**config.mk**
```make
export PLATFORM = sky130hd
export DESIGN_NAME = alu_slice_core
export DESIGN_NICKNAME = d
export VERILOG_FILES = /design/src/rtl/alu_slice_pkg.sv /design/src/rtl/alu_op_decode.sv /design/src/rtl/alu_bit_slice.sv /design/src/rtl/alu_flag_unit.sv /design/src/rtl/alu_slice_core.sv
export SDC_FILE = /design/constraint.sdc
export NUM_CORES = 1
export LEC_CHECK = 0
export BUFFER_PORTS_ARGS = -buffer_cell sky130_fd_sc_hd__buf_2
export CORE_ASPECT_RATIO = 2
export CORE_MARGIN = 4
export CORE_UTILIZATION = 54
export DETAILED_ROUTE_END_ITERATION = 7
export PLACE_DENSITY = 0.81
export SYNTH_ARGS = -nofsm -noshare
export SYNTH_HDL_FRONTEND = slang
export SYNTH_HIERARCHICAL = 1
export SYNTH_SLANG_ARGS = --single-unit
```
**constraint.sdc**
```tcl
create_clock -name vclk -period 11.6
set_clock_uncertainty 0.15 [all_clocks]
set_input_delay 1.16 -clock vclk [all_inputs]
set_output_delay 1.16 -clock vclk [all_outputs]
set_load 0.02 [all_outputs]
```
**src/rtl/alu_slice_pkg.sv**
```systemverilog
// Shared types for the bit-slice ALU.
// Assumes: op codes are 3 bits, with values fixed by the requirements.
package alu_slice_pkg;

    // Operation codes presented on op_sel.
    typedef enum logic [2:0] {
        OP_OR   = 3'b000,
        OP_AND  = 3'b001,
        OP_ADD  = 3'b010,
        OP_SUB  = 3'b011,
        OP_NAND = 3'b100,
        OP_NOR  = 3'b101,
        OP_XOR  = 3'b110,
        OP_SLT  = 3'b111
    } alu_op_e;

    // Per-slice output selector choices.
    typedef enum logic [2:0] {
        PICK_OR   = 3'd0,
        PICK_AND  = 3'd1,
        PICK_SUM  = 3'd2,
        PICK_XOR  = 3'd3,
        PICK_LESS = 3'd4
    } pick_e;

    // Control bundle broadcast to all slices and to the flag unit.
    typedef struct packed {
        logic  b_invert;    // invert B into every slice
        logic  carry_seed;  // carry into slice 0
        pick_e pick;        // slice output selector
        logic  out_invert;  // invert the selected slice output
        logic  arith;       // overflow flag is meaningful
        logic  keep_carry;  // carry flag is meaningful
    } slice_ctl_t;

endpackage

```
**src/rtl/alu_op_decode.sv**
```systemverilog
// Operation decoder: turns the 3-bit op code into the slice controls.
// Assumes: all eight codes are defined, so there is no illegal code.
module alu_op_decode
    import alu_slice_pkg::*;
(
    input  logic [2:0] op_code,
    output slice_ctl_t ctl
);

    alu_op_e op;
    assign op = alu_op_e'(op_code);

    // Map each operation to a slice selector plus carry and invert controls.
    always_comb begin
        ctl = '{b_invert: 1'b0, carry_seed: 1'b0, pick: PICK_OR,
                out_invert: 1'b0, arith: 1'b0, keep_carry: 1'b0};
        case (op)
            OP_OR:   ctl.pick = PICK_OR;
            OP_AND:  ctl.pick = PICK_AND;
            OP_ADD: begin
                ctl.pick       = PICK_SUM;
                ctl.arith      = 1'b1;
                ctl.keep_carry = 1'b1;
            end
            OP_SUB: begin
                ctl.pick       = PICK_SUM;
                ctl.b_invert   = 1'b1;
                ctl.carry_seed = 1'b1;
                ctl.arith      = 1'b1;
                ctl.keep_carry = 1'b1;
            end
            OP_NAND: begin
                ctl.pick       = PICK_AND;
                ctl.out_invert = 1'b1;
            end
            OP_NOR: begin
                ctl.pick       = PICK_OR;
                ctl.out_invert = 1'b1;
            end
            OP_XOR:  ctl.pick = PICK_XOR;
            OP_SLT: begin
                ctl.pick       = PICK_LESS;
                ctl.b_invert   = 1'b1;
                ctl.carry_seed = 1'b1;
                ctl.arith      = 1'b1;
            end
            default: ctl.pick = PICK_OR;
        endcase
    end

endmodule

```
**src/rtl/alu_bit_slice.sv**
```systemverilog
// One-bit ALU slice: a full adder, bitwise gates and a local selector.
// Assumes: b_invert is only set for subtract-style operations, so the
// logic functions always see the true B bit.
module alu_bit_slice
    import alu_slice_pkg::*;
(
    input  logic  a_bit,
    input  logic  b_bit,
    input  logic  carry_in,
    input  logic  less_in,
    input  logic  b_invert,
    input  pick_e pick,
    input  logic  out_invert,
    output logic  res_bit,
    output logic  sum_bit,
    output logic  carry_out
);

    logic b_eff;
    logic picked;

    // Full adder on the possibly inverted B bit.
    always_comb begin
        b_eff     = b_bit ^ b_invert;
        sum_bit   = a_bit ^ b_eff ^ carry_in;
        carry_out = (a_bit & b_eff) | (carry_in & (a_bit ^ b_eff));
    end

    // Local selector followed by an optional output inversion.
    always_comb begin
        case (pick)
            PICK_OR:   picked = a_bit | b_eff;
            PICK_AND:  picked = a_bit & b_eff;
            PICK_SUM:  picked = sum_bit;
            PICK_XOR:  picked = a_bit ^ b_eff;
            PICK_LESS: picked = less_in;
            default:   picked = 1'b0;
        endcase
        res_bit = picked ^ out_invert;
    end

endmodule

```
**src/rtl/alu_flag_unit.sv**
```systemverilog
// Status flag unit: zero, negative, overflow and carry from the result
// word and the carries around the top slice.
// Assumes: top_carry_in/out come from the most significant slice.
module alu_flag_unit #(
    parameter int WIDTH = 16
) (
    input  logic [WIDTH-1:0] res_word,
    input  logic             top_carry_in,
    input  logic             top_carry_out,
    input  logic             arith,
    input  logic             keep_carry,
    output logic             zero,
    output logic             negative,
    output logic             overflow,
    output logic             carry_out
);

    localparam int MSB = WIDTH - 1;

    // Flag derivation, gated by operation class.
    always_comb begin
        zero      = ~|res_word;
        negative  = res_word[MSB];
        overflow  = arith & (top_carry_in ^ top_carry_out);
        carry_out = keep_carry & top_carry_out;
    end

endmodule

```
**src/rtl/alu_slice_core.sv**
```systemverilog
// Top of the bit-slice ALU: decoder, a generated ripple chain of slices,
// signed less-than correction and the flag unit.
// Assumes: WIDTH >= 2; purely combinational, no clock or reset.
module alu_slice_core
    import alu_slice_pkg::*;
#(
    parameter int WIDTH = 16
) (
    input  logic [WIDTH-1:0] op_a,
    input  logic [WIDTH-1:0] op_b,
    input  logic [2:0]       op_sel,
    output logic [WIDTH-1:0] result,
    output logic             zero,
    output logic             negative,
    output logic             overflow,
    output logic             carry_out
);

    localparam int MSB = WIDTH - 1;

    slice_ctl_t ctl;
    logic       top_ci;
    logic       top_co;
    logic       top_sum;
    logic       less_flag;

    alu_op_decode u_dec (
        .op_code (op_sel),
        .ctl     (ctl)
    );

    for (genvar i = 0; i < WIDTH; i++) begin : g_slice
        logic ci;
        logic co;
        logic sum;
        logic less;

        if (i == 0) begin : g_first
            assign ci   = ctl.carry_seed;
            assign less = less_flag;
        end else begin : g_rest
            assign ci   = g_slice[i-1].co;
            assign less = 1'b0;
        end

        alu_bit_slice u_slice (
            .a_bit      (op_a[i]),
            .b_bit      (op_b[i]),
            .carry_in   (ci),
            .less_in    (less),
            .b_invert   (ctl.b_invert),
            .pick       (ctl.pick),
            .out_invert (ctl.out_invert),
            .res_bit    (result[i]),
            .sum_bit    (sum),
            .carry_out  (co)
        );
    end

    // Signed less-than: sign of A-B corrected by its overflow.
    always_comb begin
        top_ci    = g_slice[MSB].ci;
        top_co    = g_slice[MSB].co;
        top_sum   = g_slice[MSB].sum;
        less_flag = top_sum ^ (top_ci ^ top_co);
    end

    alu_flag_unit #(.WIDTH(WIDTH)) u_flags (
        .res_word      (result),
        .top_carry_in  (top_ci),
        .top_carry_out (top_co),
        .arith         (ctl.arith),
        .keep_carry    (ctl.keep_carry),
        .zero          (zero),
        .negative      (negative),
        .overflow      (overflow),
        .carry_out     (carry_out)
    );

endmodule

```
After elaboration in Yosys (flattened, before gate mapping). Index checks and enable logic that the tools add are counted.

Flip-flop bits (word level): 0. Input bits: 35. Output and inout bits: 20. Word-level logic and storage cells: 174.

Multiplexer cells: 21. Eq/ne operators: 11. Bitwise operators: 132. Reduce and logical (&&, ||, !) cells: 10.

Operators by type and width (number): 1-bit XOR (66); 1-bit case mux with 4 select lines (15); 1-bit bitwise AND (34); 1-bit OR (32); 16-bit OR reduction (1); 3-bit == test, second input constant (5); 3-bit case mux with 5 select lines (1); 3-bit by 2-bit == test with 1-bit output, second input constant (4); 2-bit OR reduction (5); 3-bit by 1-bit == test with 1-bit output, second input constant (2); 3-bit zero test (2); 1-bit case mux with 5 select lines (1); 1-bit two-way mux (3); 3-bit OR reduction (1); 2-bit two-way mux (1); 1-bit zero test (1).

Logic depth before layout (Yosys ltp).
Depth in word-level cells: 43. Depth in mapped cells: 26.

By module. The synthesis kept the hierarchy.

Modules (own cells, without submodules): alu_bit_slice at g_slice[0].u_slice ... (area each 173.9 sq um, instances 9, sequential area each 0.0 sq um, cells an instance 21); alu_bit_slice at g_slice[12].u_slice ... (area each 173.9 sq um, instances 7, sequential area each 0.0 sq um, cells an instance 22); alu_op_decode (area each 67.6 sq um, instances 1, sequential area each 0.0 sq um, cells an instance 10); alu_flag_unit (area each 62.6 sq um, instances 1, sequential area each 0.0 sq um, cells an instance 9); alu_slice_core (area each 27.5 sq um, instances 1, sequential area each 0.0 sq um, cells an instance 2).

Worst setup path before layout. Ideal clock, no wire load.

Path type: input to output. Start point: input op_sel[1]. End point: output zero. Setup slack: -0.254 ns. Stages: 26. Arrival: 10.544 ns. Cell sequence: and2_2 -> buf_4 -> xnor2_1 -> inv_1 -> fa_1 -> fa_1 -> fa_1 -> fa_1 -> fa_1 -> fa_1 -> fa_1 -> fa_1 -> fa_1 -> fa_1 -> fa_1 -> fa_1 -> fa_1 -> fa_1 -> fa_1 -> fa_1 -> xor3_1 -> and2b_1 -> and4b_1 -> or4_1 -> nor4_1 -> and4_1.

RTL lines: start, declared (line alu_slice_core.sv:11) `input logic [2:0] op_sel,`; end, declared (line alu_slice_core.sv:13) `output logic zero,`.

==> impl_results.rst <==
.. list-table::
   :header-rows: 1

   * - Metric
     - Value
   * - Worst hold stages
     - 5
   * - Estimated wirelength of the detail-placed design
     - 5320 um
   * - Synthesis-to-layout area growth
     - 20.3%
   * - Core Area
     - 5230 um^2
   * - Antenna violations before repair
     - 0
   * - Number of DRC violations after detailed routing
     - 0
   * - Power dissipated by switching net loads
     - 0.112 mW
   * - Proportion of netlist area held by the largest area contributor
     - 0.136
   * - Pin count of the biggest net entering global routing
     - 104
   * - Yosys warning total
     - 6
   * - Worst Path Arrival
     - 10.00 ns
   * - Ratio of final minimum period to clock period
     - 0.975
   * - Footprint of the multi-input gates
     - 2940 um^2
   * - Maximum fanout along the worst path
     - 2
   * - Post-synthesis instance area
     - 2940 um^2
   * - Total wire length after detailed routing
     - 7220 um
   * - Chip height
     - 112 um
   * - Data required time at the worst endpoint
     - 10.29 ns
   * - Hold-fix buffers at CTS
     - 0
   * - Setup violations, final
     - 0
   * - Effective utilization at floorplan
     - 0.562
   * - Result of the run
     - finished, final reports clean
   * - Pwr per Cell Area
     - 58.7 nW/um^2
   * - Setup CP Type
     - input port to output port
   * - Fin util
     - 0.676
   * - Diodes inserted
     - 0
   * - Kind of cell adding the most delay to the critical path
     - adder cells
   * - Hold Path Class
     - input port to output port
   * - Total Power
     - 0.208 mW
   * - Standard-cell row count
     - 37
   * - Sequential element share of the synthesized area
     - 0
   * - Clock period minus final worst setup slack
     - 11.31 ns
   * - Library cell contributing the largest single delay on the critical path
     - sky130_fd_sc_hd__fa_2
   * - Die Footprint
     - 6760 um^2
   * - Worst-Margin Slew
     - 0.924 ns
   * - Count of pins over their slew limit
     - 0
   * - Switching part of the total
     - 0.539
   * - Number of instances in the synthesized netlist
     - 364
   * - Seq Cell Count
     - 0
   * - Count of pins on the block boundary
     - 55
   * - Fillers
     - 475
   * - Leak Pwr
     - 1.63 nW
   * - Via count of the first global-routing pass
     - 2911
   * - Worst slew margin relative to its limit
     - 0.384
   * - Largest cells by area after synthesis
     - sky130_fd_sc_hd__ha_1 (14%), sky130_fd_sc_hd__fa_1 (11%), sky130_fd_sc_hd__and4b_1 (5.4%), sky130_fd_sc_hd__inv_1 (5.2%), sky130_fd_sc_hd__xnor2_1 (4.8%)
   * - Final Worst Setup Slack
     - 0.285 ns
   * - Grt ovf
     - 0
   * - Worst Setup Slack post-DPL
     - -0.415 ns
   * - First drt pass iteration count
     - 5
   * - Number of vias per cell after detailed routing
     - 5.80
   * - Fin. Hold Viols
     - 0
   * - Count of routing violations after the opening detailed-route iteration
     - 173
   * - Achievable clock frequency
     - 88.4 MHz
   * - Avg Cell Area, Syn
     - 8.08 um^2
   * - Register Area
     - 0 um^2
   * - Clk network pwr share
     - 0
   * - Buffers inserted by post-CTS timing repair
     - 0
   * - Worst path max stage delay
     - 0.57 ns
   * - Fraction of final layout cells with drive strength greater than 1
     - 0.237
   * - Post-detailed-route count of antenna-violating nets
     - 0
   * - Internal
     - 0.0956 mW
   * - Worst voltage drop across the vdd grid
     - 55.3 uV
   * - Kind of start point of the critical path
     - input port
   * - Crit-path most repeated cell
     - sky130_fd_sc_hd__fa_2
   * - Detailed-route wire length per cell
     - 14.2 um
   * - Number of clock buffers in the layout
     - 0
   * - Final Wtd Congestion
     - 0.759
   * - Kind of end point of the critical path
     - output port
   * - Number of library cell types mapped by synthesis
     - 38
   * - Number of vias in the routed layout
     - 2952
   * - Count of maximum capacitance violations
     - 0
   * - Global-route wire length before repair
     - 12500 um
   * - Fraction of power consumed by sequential logic
     - 0
   * - Floorplan die width
     - 60.2 um
   * - Largest area contributor in the netlist
     - sky130_fd_sc_hd__ha_1
   * - Relative contribution of combinational cells to total power
     - 1.000
   * - Global router's overall resource usage
     - 0.220
   * - Count of cell instances traversed by the critical path
     - 27
   * - Buffers & Inverters on Critical Path
     - 3
   * - Final-stage net count
     - 536
   * - Port Buffer Count
     - 55
## metrics by stage
step | std cells | setup TNS [ns] | instance area [um^2] | hold WS (ns)
2_1_floorplan | 385 | 0 | 3040 | 2.47
3_3_place_gp | 509 | -0.281 | 3500 | 2.78
3_5_place_dp | 509 | -0.415 | 3500 | 2.77
4_1_cts | 509 | 0 | 3520 | 2.77
5_1_grt | 509 | -0.0124 | 3540 | 2.82
6_report | 509 | 0 | 3540 | 2.77
## logic make-up (layout without fill, tap and decap cells)
logic type      after synthesis  after routing  synth area share
fa+ha+maj                    48             48             0.245
xor+xnor                     18             18            0.0587
buf+inv                      43            109            0.0574
compound gates               50             50             0.148
mux                          16             16            0.0698
other cells                   1             22           0.00128
simple gates                188            188             0.420
## placed cells by master, fill, tap and decap left out, drive strengths merged, types with 10 or more instances in the layout
| cell type | n |
|---|---|
| xnor2 | 16 |
| nor3b | 16 |
| nor2 | 14 |
| nand3 | 16 |
| buf | 68 |
| and4b | 16 |
| nand2 | 18 |
| fa | 16 |
| and2 | 11 |
| nor2b | 15 |
| and2b | 10 |
| conb | 22 |
| inv | 41 |
| nand2b | 18 |
| ha | 32 |
## Yosys cell counts, types with 9 or more instances
cell / number
sky130_fd_sc_hd__a2111oi_0: 9
sky130_fd_sc_hd__a32o_1: 9
sky130_fd_sc_hd__and2_1: 10
sky130_fd_sc_hd__and2b_1: 10
sky130_fd_sc_hd__and4b_1: 16
sky130_fd_sc_hd__fa_1: 16
sky130_fd_sc_hd__ha_1: 32
sky130_fd_sc_hd__inv_1: 41
sky130_fd_sc_hd__mux2_4: 9
sky130_fd_sc_hd__nand2_1: 18
sky130_fd_sc_hd__nand2b_1: 9
sky130_fd_sc_hd__nand2b_2: 9
sky130_fd_sc_hd__nand3_1: 16
sky130_fd_sc_hd__nor2_1: 14
sky130_fd_sc_hd__nor2b_1: 15
sky130_fd_sc_hd__nor3_1: 9
sky130_fd_sc_hd__nor3b_1: 16
sky130_fd_sc_hd__o221ai_1: 9
sky130_fd_sc_hd__or2b_1: 9
sky130_fd_sc_hd__or4_1: 9
sky130_fd_sc_hd__xnor2_1: 16
## tightest hold or removal path: stages
cell,delay (ns)
sky130_fd_sc_hd__buf_2,0.08
sky130_fd_sc_hd__buf_4,0.13
sky130_fd_sc_hd__and2_1,0.11
sky130_fd_sc_hd__and2_1,0.11
sky130_fd_sc_hd__buf_2,0.16
## timing repair
action / 4_1_cts / 5_1_grt
cloned: 0 / 0
resized for setup: 7 / 6
pin swaps: 1 / 1
endpoints found under the setup margin: 1 / 1
## per-layer routing
metal / track usage / share of wire / vias up
met1: 0.260 / 0.37 / 1387
li1: - / - / 1502
met2: 0.424 / 0.58 / 55
met3: 0.00921 / 0.034 / 8
met4: 0.0281 / 0.012 / 0
met5: 0 / 0 / -
## path summary, 6_finish.rpt
path | start | endpoint | slack (ns)
max | op_sel[1] | zero | 0.29
min | op_sel[1] | overflow | 2.77
## power groups by stage
stage	clock [mW]	sequential, mW	combinational, mW
6_report	0	0	0.208
5_1_grt	0	0	0.230
4_1_cts	0	0	0.208
3_5_place_dp	0	0	0.203
3_3_place_gp	0	0	0.196
2_1_floorplan	0	0	0.150
## area by class of cell
type,instances,share of cell area
tap,58,0.0205
inverter,41,0.0435
timing repair buffer,68,0.105
multi-input combinational,342,0.831
Power figures use the tool's default switching activity.
